<file path="config.mk">
export PLATFORM = sky130hd
export DESIGN_NAME = tx_swing_trim_loader
export DESIGN_NICKNAME = d
export VERILOG_FILES = /design/src/rtl/tsl_pkg.sv /design/src/rtl/tsl_nibble_pick.sv /design/src/rtl/tsl_field_merge.sv /design/src/rtl/tsl_sequencer.sv /design/src/rtl/tx_swing_trim_loader.sv
export SDC_FILE = /design/constraint.sdc
export NUM_CORES = 1
export LEC_CHECK = 0
export ABC_AREA = 1
export BUFFER_PORTS_ARGS = -buffer_cell sky130_fd_sc_hd__buf_2
export CORE_ASPECT_RATIO = 0.8
export CORE_UTILIZATION = 25
export DETAILED_ROUTE_END_ITERATION = 16
export PLACE_DENSITY = 0.58
export SLEW_MARGIN = 20
export SYNTH_ARGS = -nofsm -noshare
export SYNTH_HDL_FRONTEND = slang
export SYNTH_SLANG_ARGS = --single-unit
</file>
<file path="constraint.sdc">
create_clock -name clk -period 1.7 [get_ports clk]
set_input_delay 0 -clock clk [delete_from_list [all_inputs] [get_ports clk]]
set_output_delay 0 -clock clk [all_outputs]
set_load 0.02 [all_outputs]
</file>
<file path="src/rtl/tsl_pkg.sv">
package tsl_pkg;

  typedef enum logic [2:0] {
    S_IDLE    = 3'd0,
    S_RD_REQ  = 3'd1,
    S_RD_WAIT = 3'd2,
    S_WR_REQ  = 3'd3,
    S_WR_WAIT = 3'd4,
    S_DONE    = 3'd5
  } seq_state_t;

  localparam logic BANK_LOW  = 1'b0;
  localparam logic BANK_HIGH = 1'b1;

endpackage

</file>
<file path="src/rtl/tsl_nibble_pick.sv">
module tsl_nibble_pick #(
  parameter bit          DUAL_PORT = 1'b1,
  parameter int unsigned WORD_W    = 16,
  parameter int unsigned NIB_W     = 4,
  parameter logic [3:0]  XOR_CONST = 4'hB
) (
  input  logic [WORD_W-1:0] trim_word,
  input  logic              port_sel,
  input  logic              bank,
  output logic [NIB_W-1:0]  code
);

  logic [NIB_W-1:0] raw_nib;

  generate
    if (DUAL_PORT) begin : g_dual
      logic [1:0] idx;
      assign idx = {port_sel, bank};
      always_comb begin
        raw_nib = '0;
        for (int i = 0; i < 4; i++) begin
          if (idx == 2'(i)) raw_nib = trim_word[i*NIB_W +: NIB_W];
        end
      end
      if (WORD_W > 4*NIB_W) begin : g_spare
        logic unused_hi;
        assign unused_hi = ^trim_word[WORD_W-1:4*NIB_W];
      end
    end else begin : g_single
      logic unused_sel;
      assign unused_sel = ^{port_sel, bank, trim_word[WORD_W-1:NIB_W]};
      assign raw_nib = trim_word[NIB_W-1:0];
    end
  endgenerate

  assign code = raw_nib ^ NIB_W'(XOR_CONST);

endmodule

</file>
<file path="src/rtl/tsl_field_merge.sv">
module tsl_field_merge #(
  parameter int unsigned DATA_W = 16,
  parameter int unsigned NIB_W  = 4
) (
  input  logic [DATA_W-1:0] read_val,
  input  logic [NIB_W-1:0]  code,
  output logic [DATA_W-1:0] write_val
);

  localparam int unsigned FIELD_W = 2 * NIB_W;

  generate
    for (genvar n = 0; n < 2; n++) begin : g_dup
      assign write_val[n*NIB_W +: NIB_W] = code;
    end
  endgenerate

  assign write_val[DATA_W-1:FIELD_W] = read_val[DATA_W-1:FIELD_W];

  logic unused_lo;
  assign unused_lo = ^read_val[FIELD_W-1:0];

endmodule

</file>
<file path="src/rtl/tsl_sequencer.sv">
module tsl_sequencer
  import tsl_pkg::*;
#(
  parameter int unsigned ADDR_W   = 7,
  parameter logic [5:0]  REG_OFS  = 6'h20
) (
  input  logic              clk,
  input  logic              rst_n,
  input  logic              start,
  input  logic              trim_valid,
  output logic              accept,
  output logic              bank,
  output logic              cap_read,
  output logic              busy,
  output logic              done,
  output logic              req_valid,
  input  logic              req_ready,
  output logic              req_write,
  output logic [ADDR_W-1:0] req_addr,
  input  logic              rsp_valid
);

  seq_state_t state_q, state_d;
  logic       bank_q, bank_d;

  assign accept = (state_q == S_IDLE) && start;

  always_comb begin
    state_d = state_q;
    bank_d  = bank_q;
    unique case (state_q)
      S_IDLE: begin
        if (start) begin
          bank_d  = BANK_LOW;
          state_d = trim_valid ? S_RD_REQ : S_DONE;
        end
      end
      S_RD_REQ:  if (req_ready) state_d = S_RD_WAIT;
      S_RD_WAIT: if (rsp_valid) state_d = S_WR_REQ;
      S_WR_REQ:  if (req_ready) state_d = S_WR_WAIT;
      S_WR_WAIT: begin
        if (rsp_valid) begin
          if (bank_q == BANK_LOW) begin
            bank_d  = BANK_HIGH;
            state_d = S_RD_REQ;
          end else begin
            state_d = S_DONE;
          end
        end
      end
      S_DONE:  state_d = S_IDLE;
      default: state_d = S_IDLE;
    endcase
  end

  always_ff @(posedge clk) begin
    if (!rst_n) begin
      state_q <= S_IDLE;
      bank_q  <= BANK_LOW;
    end else begin
      state_q <= state_d;
      bank_q  <= bank_d;
    end
  end

  assign bank      = bank_q;
  assign cap_read  = (state_q == S_RD_WAIT) && rsp_valid;
  assign req_valid = (state_q == S_RD_REQ) || (state_q == S_WR_REQ);
  assign req_write = (state_q == S_WR_REQ);
  assign req_addr  = {bank_q, REG_OFS[ADDR_W-2:0]};
  assign busy      = (state_q != S_IDLE) && (state_q != S_DONE);
  assign done      = (state_q == S_DONE);

endmodule

</file>
<file path="src/rtl/tx_swing_trim_loader.sv">
module tx_swing_trim_loader #(
  parameter bit          DUAL_PORT    = 1'b1,
  parameter int unsigned WORD_W       = 16,
  parameter int unsigned DATA_W       = 16,
  parameter int unsigned ADDR_W       = 7,
  parameter int unsigned NIB_W        = 4,
  parameter logic [5:0]  SWING_OFS    = 6'h20,
  parameter logic [3:0]  XOR_DUALPORT = 4'hB,
  parameter logic [3:0]  XOR_ONEPORT  = 4'hC
) (
  input  logic              clk,
  input  logic              rst_n,
  input  logic              start,
  input  logic              trim_valid,
  input  logic [WORD_W-1:0] trim_word,
  input  logic              port_sel,
  output logic              busy,
  output logic              done,
  output logic              req_valid,
  input  logic              req_ready,
  output logic              req_write,
  output logic [ADDR_W-1:0] req_addr,
  output logic [DATA_W-1:0] req_wdata,
  input  logic              rsp_valid,
  input  logic [DATA_W-1:0] rsp_rdata
);

  localparam logic [3:0] XOR_SEL = DUAL_PORT ? XOR_DUALPORT : XOR_ONEPORT;

  logic              accept, bank, cap_read;
  logic [WORD_W-1:0] word_q;
  logic              port_q;
  logic [DATA_W-1:0] rd_q;
  logic [NIB_W-1:0]  code;

  tsl_sequencer #(
    .ADDR_W  (ADDR_W),
    .REG_OFS (SWING_OFS)
  ) u_seq (
    .clk        (clk),
    .rst_n      (rst_n),
    .start      (start),
    .trim_valid (trim_valid),
    .accept     (accept),
    .bank       (bank),
    .cap_read   (cap_read),
    .busy       (busy),
    .done       (done),
    .req_valid  (req_valid),
    .req_ready  (req_ready),
    .req_write  (req_write),
    .req_addr   (req_addr),
    .rsp_valid  (rsp_valid)
  );

  always_ff @(posedge clk) begin
    if (!rst_n) begin
      word_q <= '0;
      port_q <= 1'b0;
      rd_q   <= '0;
    end else begin
      if (accept) begin
        word_q <= trim_word;
        port_q <= port_sel;
      end
      if (cap_read) rd_q <= rsp_rdata;
    end
  end

  tsl_nibble_pick #(
    .DUAL_PORT (DUAL_PORT),
    .WORD_W    (WORD_W),
    .NIB_W     (NIB_W),
    .XOR_CONST (XOR_SEL)
  ) u_pick (
    .trim_word (word_q),
    .port_sel  (port_q),
    .bank      (bank),
    .code      (code)
  );

  tsl_field_merge #(
    .DATA_W (DATA_W),
    .NIB_W  (NIB_W)
  ) u_merge (
    .read_val  (rd_q),
    .code      (code),
    .write_val (req_wdata)
  );

endmodule

</file>
Word level (Yosys, flattened, before mapping)
Index checks and enable logic that the tools add are counted.
W data, S select, Z words.
- register bits after elaboration: 37
- bits of input ports: 39
- output and inout port bits: 27
- equality and inequality tests: 14
- mux-type cells: 15
- bitwise operators: 1
- reduce and logical (&&, ||, !) cells: 10
- operators by type and width (kind ; number):
    $mux W3 ; 7
    $mux W4 ; 4
    $pmux W3 S5 ; 1
    $ne A2 B2 Y1 const B ; 5
    $eq A3 B2 Y1 const B ; 2
    $eq A3 B3 Y1 const B ; 2
    $reduce_and A5 Y1 ; 1
    $eq A2 B2 Y1 const B ; 2
    $eq A3 B1 Y1 const B ; 1
    $logic_and A1 B1 Y1 ; 3
    $logic_not A3 Y1 ; 1
    $ne A3 B3 Y1 const B ; 1
    $not A3 Y3 ; 1
    $reduce_and A3 Y1 ; 1
    $reduce_bool A3 Y1 ; 1
    $eq A2 B1 Y1 const B ; 1
    $logic_not A2 Y1 ; 1
    $mux W1 ; 2
    $pmux W1 S2 ; 1
    $reduce_bool A2 Y1 ; 1
    $logic_or A1 B1 Y1 ; 1

Logic depth before layout (Yosys ltp)
- depth after elaboration: 6
- gate-level depth with buffers: 9

By module
Synthesis repeated with hierarchy kept, for this count alone.
- cells, all modules: 313
- area total of the unflattened synthesis: 1999.4 sq um
- modules (own cells, without submodules) (module ; instances ; cells each ; area an instance (sq um)):
    tx_swing_trim_loader ; 1 ; 209 ; 1388.8
    tsl_sequencer ; 1 ; 55 ; 339.1
    tsl_nibble_pick ; 1 ; 33 ; 151.4
    tsl_field_merge ; 1 ; 16 ; 120.1

Least setup slack after synthesis
No wires, ideal clock.
- path type: register to output
- start point: reg u_seq.bank_q, in the netlist u_seq.bank
- end point: out req_wdata[6]
- arrival: 1352 ps
- data required time: 1700 ps
- slack: 348 ps
- cell stages (with the launch flop): 5
- path through: dfxtp_1 -> buf_2 -> nand2_1 -> o21ai_0 -> buf_4
- cells in the longest elaborated chain, start to end: 5
- elaborated cells on any way between the ends: 8
- classes of those cells: 3 x eq/ne; 4 x mux; 1 x reduce/logical
- RTL lines (what ; line ; source):
    start, declared ; tsl_sequencer.sv:24 ; logic bank_q, bank_d;
    start signal, assigned ; tsl_sequencer.sv:62 ; bank_q <= bank_d;
    $logic_not A2 Y1 ; tsl_nibble_pick.sv:22 ; if (idx == 2'(i)) raw_nib = trim_word[i*NIB_W +: NIB_W];
    $mux W4 (3 in series) ; tsl_nibble_pick.sv:22 ;
    $mux W4 * ; tsl_nibble_pick.sv:22 ;
    end, declared ; tx_swing_trim_loader.sv:23 ; output logic [DATA_W-1:0] req_wdata,
Every way passes the cells marked *; elsewhere a longest branch is shown, timed or not.

Final worst setup path
- start point: reg u_seq.bank_q, in the netlist u_seq.bank
- end point: out req_wdata[2]
The elaborated chain is that of the path after synthesis.

==> flow_summary_export.csv <==
group,metric,value,unit
yosys,synth-seq-cells,29,
clocking,worstSkewPairLatency,280,ps
final_layout,final_core_util,0.345,
routing,vias,1359,
final_layout,final_cells,330,
routing,wl,3280,um
yosys,synth.avg_cell_area,7.47,um^2
final_layout,diodes,0,
critical_path,critical_path.startpoint_type,"flip-flop",
critical_path,r2r_start,"u_seq.state_q[1]",
routing,dr.pass1.iters,5,
yosys,synth_cell_types,23,
placed_design,gp_congestion,0.797,
grt,grt_use_total,0.114,
final_layout,final_cell_mix,"51 x buf_2, 32 x inv_1, 28 x dfxtp_1, 27 x a21oi_1, 21 x nand2_1",
clocking,cts.path.max_buffers,2,
sta,rsz0062_at_grt,"no",
power_and_ir_drop,ir_drop,0.390,mV
critical_path,critPathMaxFanout,9,
clocking,cts_root_buf,"clkbuf_8",
critical_path,worst-setup-path-type,"flip-flop to output pin",
sta,setup_violations,0,
floorplanning,core-area,5500,um^2
floorplanning,start_util,0.263,
sta,slew_violations,0,
grt,met1_usage,0.156,
yosys,ys_seq_area_frac,0.402,
placed_design,dp_cells,307,
placed_design,io_buffer_count,51,
grt,antenna_found_initial,0,
clocking,cts_setup_buffers,0,
clocking,cts_htree_levels,2,
yosys,syn_inst,193,
grt,grt_max_degree,34,
grt,grt-ovfl-total,0,
power_and_ir_drop,power,0.00292,W
floorplanning,rows,24,
floorplanning,die_h,69.9,um
final_layout,drive_gt1_frac,0.313,
hold_path,hold_path_startpoint,"trim_word[3]",
sta,finalCritPeriodShare,0.856,
routing,drc,0,
power_and_ir_drop,powerDensity,1540,nW/um^2
clocking,clock_sinks,29,
sta,fin_crit,1460,ps
critical_path,reg2reg_slack,310,ps
sta,finalHoldViolCount,0,
clocking,cts_made_buffers,5,
placed_design,hpwl,2300,um
routing,ant_nets,0,
sta,hold-worst-slack,6.48,ps
floorplanning,fp.dieW,86.9,um
sta,fin_tns_setup,0,ps
sta,fmax,0.687,GHz
routing,avgRoutedWirePerCell,9.93,um
routing,first_iter_violations,46,
run_status,outcome,"finished clean",
critical_path,cp.arrival,1460,ps
final_layout,syn_to_final_growth,31.5,%
clocking,tritoncts,"yes",
critical_path,cp.required,1700,ps
critical_path,endpoint_kind,"output pin",
routing,via_per_inst,4.12,
grt,met2_usage,0.163,
final_layout,nNetsFinal,290,
power_and_ir_drop,leakagePower,0.867,nW
critical_path,crit_path_start,"u_seq.bank",
clocking,cts.clk_slew.worst_paths,60,ps
sta,skew,8.39,ps
yosys,yosys_warnings,0,
grt,grt_pass1_wl,5280,um
floorplanning,fp.dieArea,6080,um^2
grt,gr-usage-met3,0.0414,
floorplanning,ios,66,
hold_path,hold_class,"primary input to flip-flop",
job,timing.max_cap.violations,0,
grt,gr-max-usage-layer,"met2",
final_layout,final_common_cell,"buf_2",
grt,grt_pass1_vias,1162,
yosys,syn_area,1440,um^2
metal layers:
layer / routed length, um / up-vias
met5: 0 / -
met4: 28 / 0
met3: 178 / 5
met2: 1330 / 35
met1: 1740 / 602
li1: - / 717
report_power, final:
part,internal (W),switching (W)
clock network,0.000282,0.000264
registers,0.000876,0.000132
logic,0.000467,0.000902
cells in the mapped netlist:
cell type   n  area [um^2]
clkbuf_1    2         7.51
buf_2       1         5.00
nand2_1    21         78.8
o221ai_1    3         26.3
nand2_4     1         11.3
nor2_2      1         6.26
nor2_4      1         11.3
dfxtp_1    29          581
nand4_2     1         12.5
buf_6       5         56.3
nor3_1      1         5.00
buf_4      11         82.6
inv_2       4         15.0
nand2_2     2         12.5
o21ai_0     8         40.0
o21ai_1    14         70.1
inv_1      32          120
nand3_1    10         50.1
a21oi_2     6         52.6
a21oi_1    27          135
nor2_1      8         30.0
conb_1      2         7.51
o21ai_2     3         26.3
worst max-delay path, stage by stage, from the launching register on:
cell     delay, ps
dfxtp_2        420
inv_1           80
nand2_1        130
inv_1           90
a21oi_1        130
o21ai_0        140
buf_2          190
stage by stage:
stage / instance area (um^2) / setup WS, ps
2_1_floorplan: 1460 / 348
3_3_place_gp: 1660 / 329
3_5_place_dp: 1660 / 322
4_1_cts: 1900 / 124
5_1_grt: 1900 / 92.0
6_report: 1900 / 245
kinds of logic after synthesis:
family                 share of synthesized area
AO/OA/AOI/OAI                              0.243
buffers and inverters                      0.199
AND/OR/NAND/NOR                            0.151
other                                    0.00521
flip-flops                                 0.402
registers in the layout (all words and copies together), names as in the netlist:
name,count
port_q,1
rd_q,8
u_seq.bank,1
u_seq.state_q,3
word_q,16
worst paths after layout:
kind | endpoint | cells after the start
max | req_wdata[2] | 6
min | word_q[3] | 3
max reg2reg | word_q[0] | 6
min reg2reg | rd_q[10] | 2
final cells by class:
cell class | count | area, um^2
Timing Repair Buffer | 66 | 405
Sequential cell | 29 | 582
Inverter | 36 | 135
Clock buffer | 5 | 68.8
Tap cell | 78 | 97.6
Clock inverter | 3 | 17.5
Multi-Input combinational cell | 113 | 591
Fill cell | 601 | 3600
what timing repair did:
action / in CTS / in global routing
gates resized for setup: 0 / 1
hold buffers: 15 / 0
setup endpoints to repair: 0 / 2
hold endpoints to repair: 15 / 0
No activity file was read; power rests on OpenSTA's default activity.
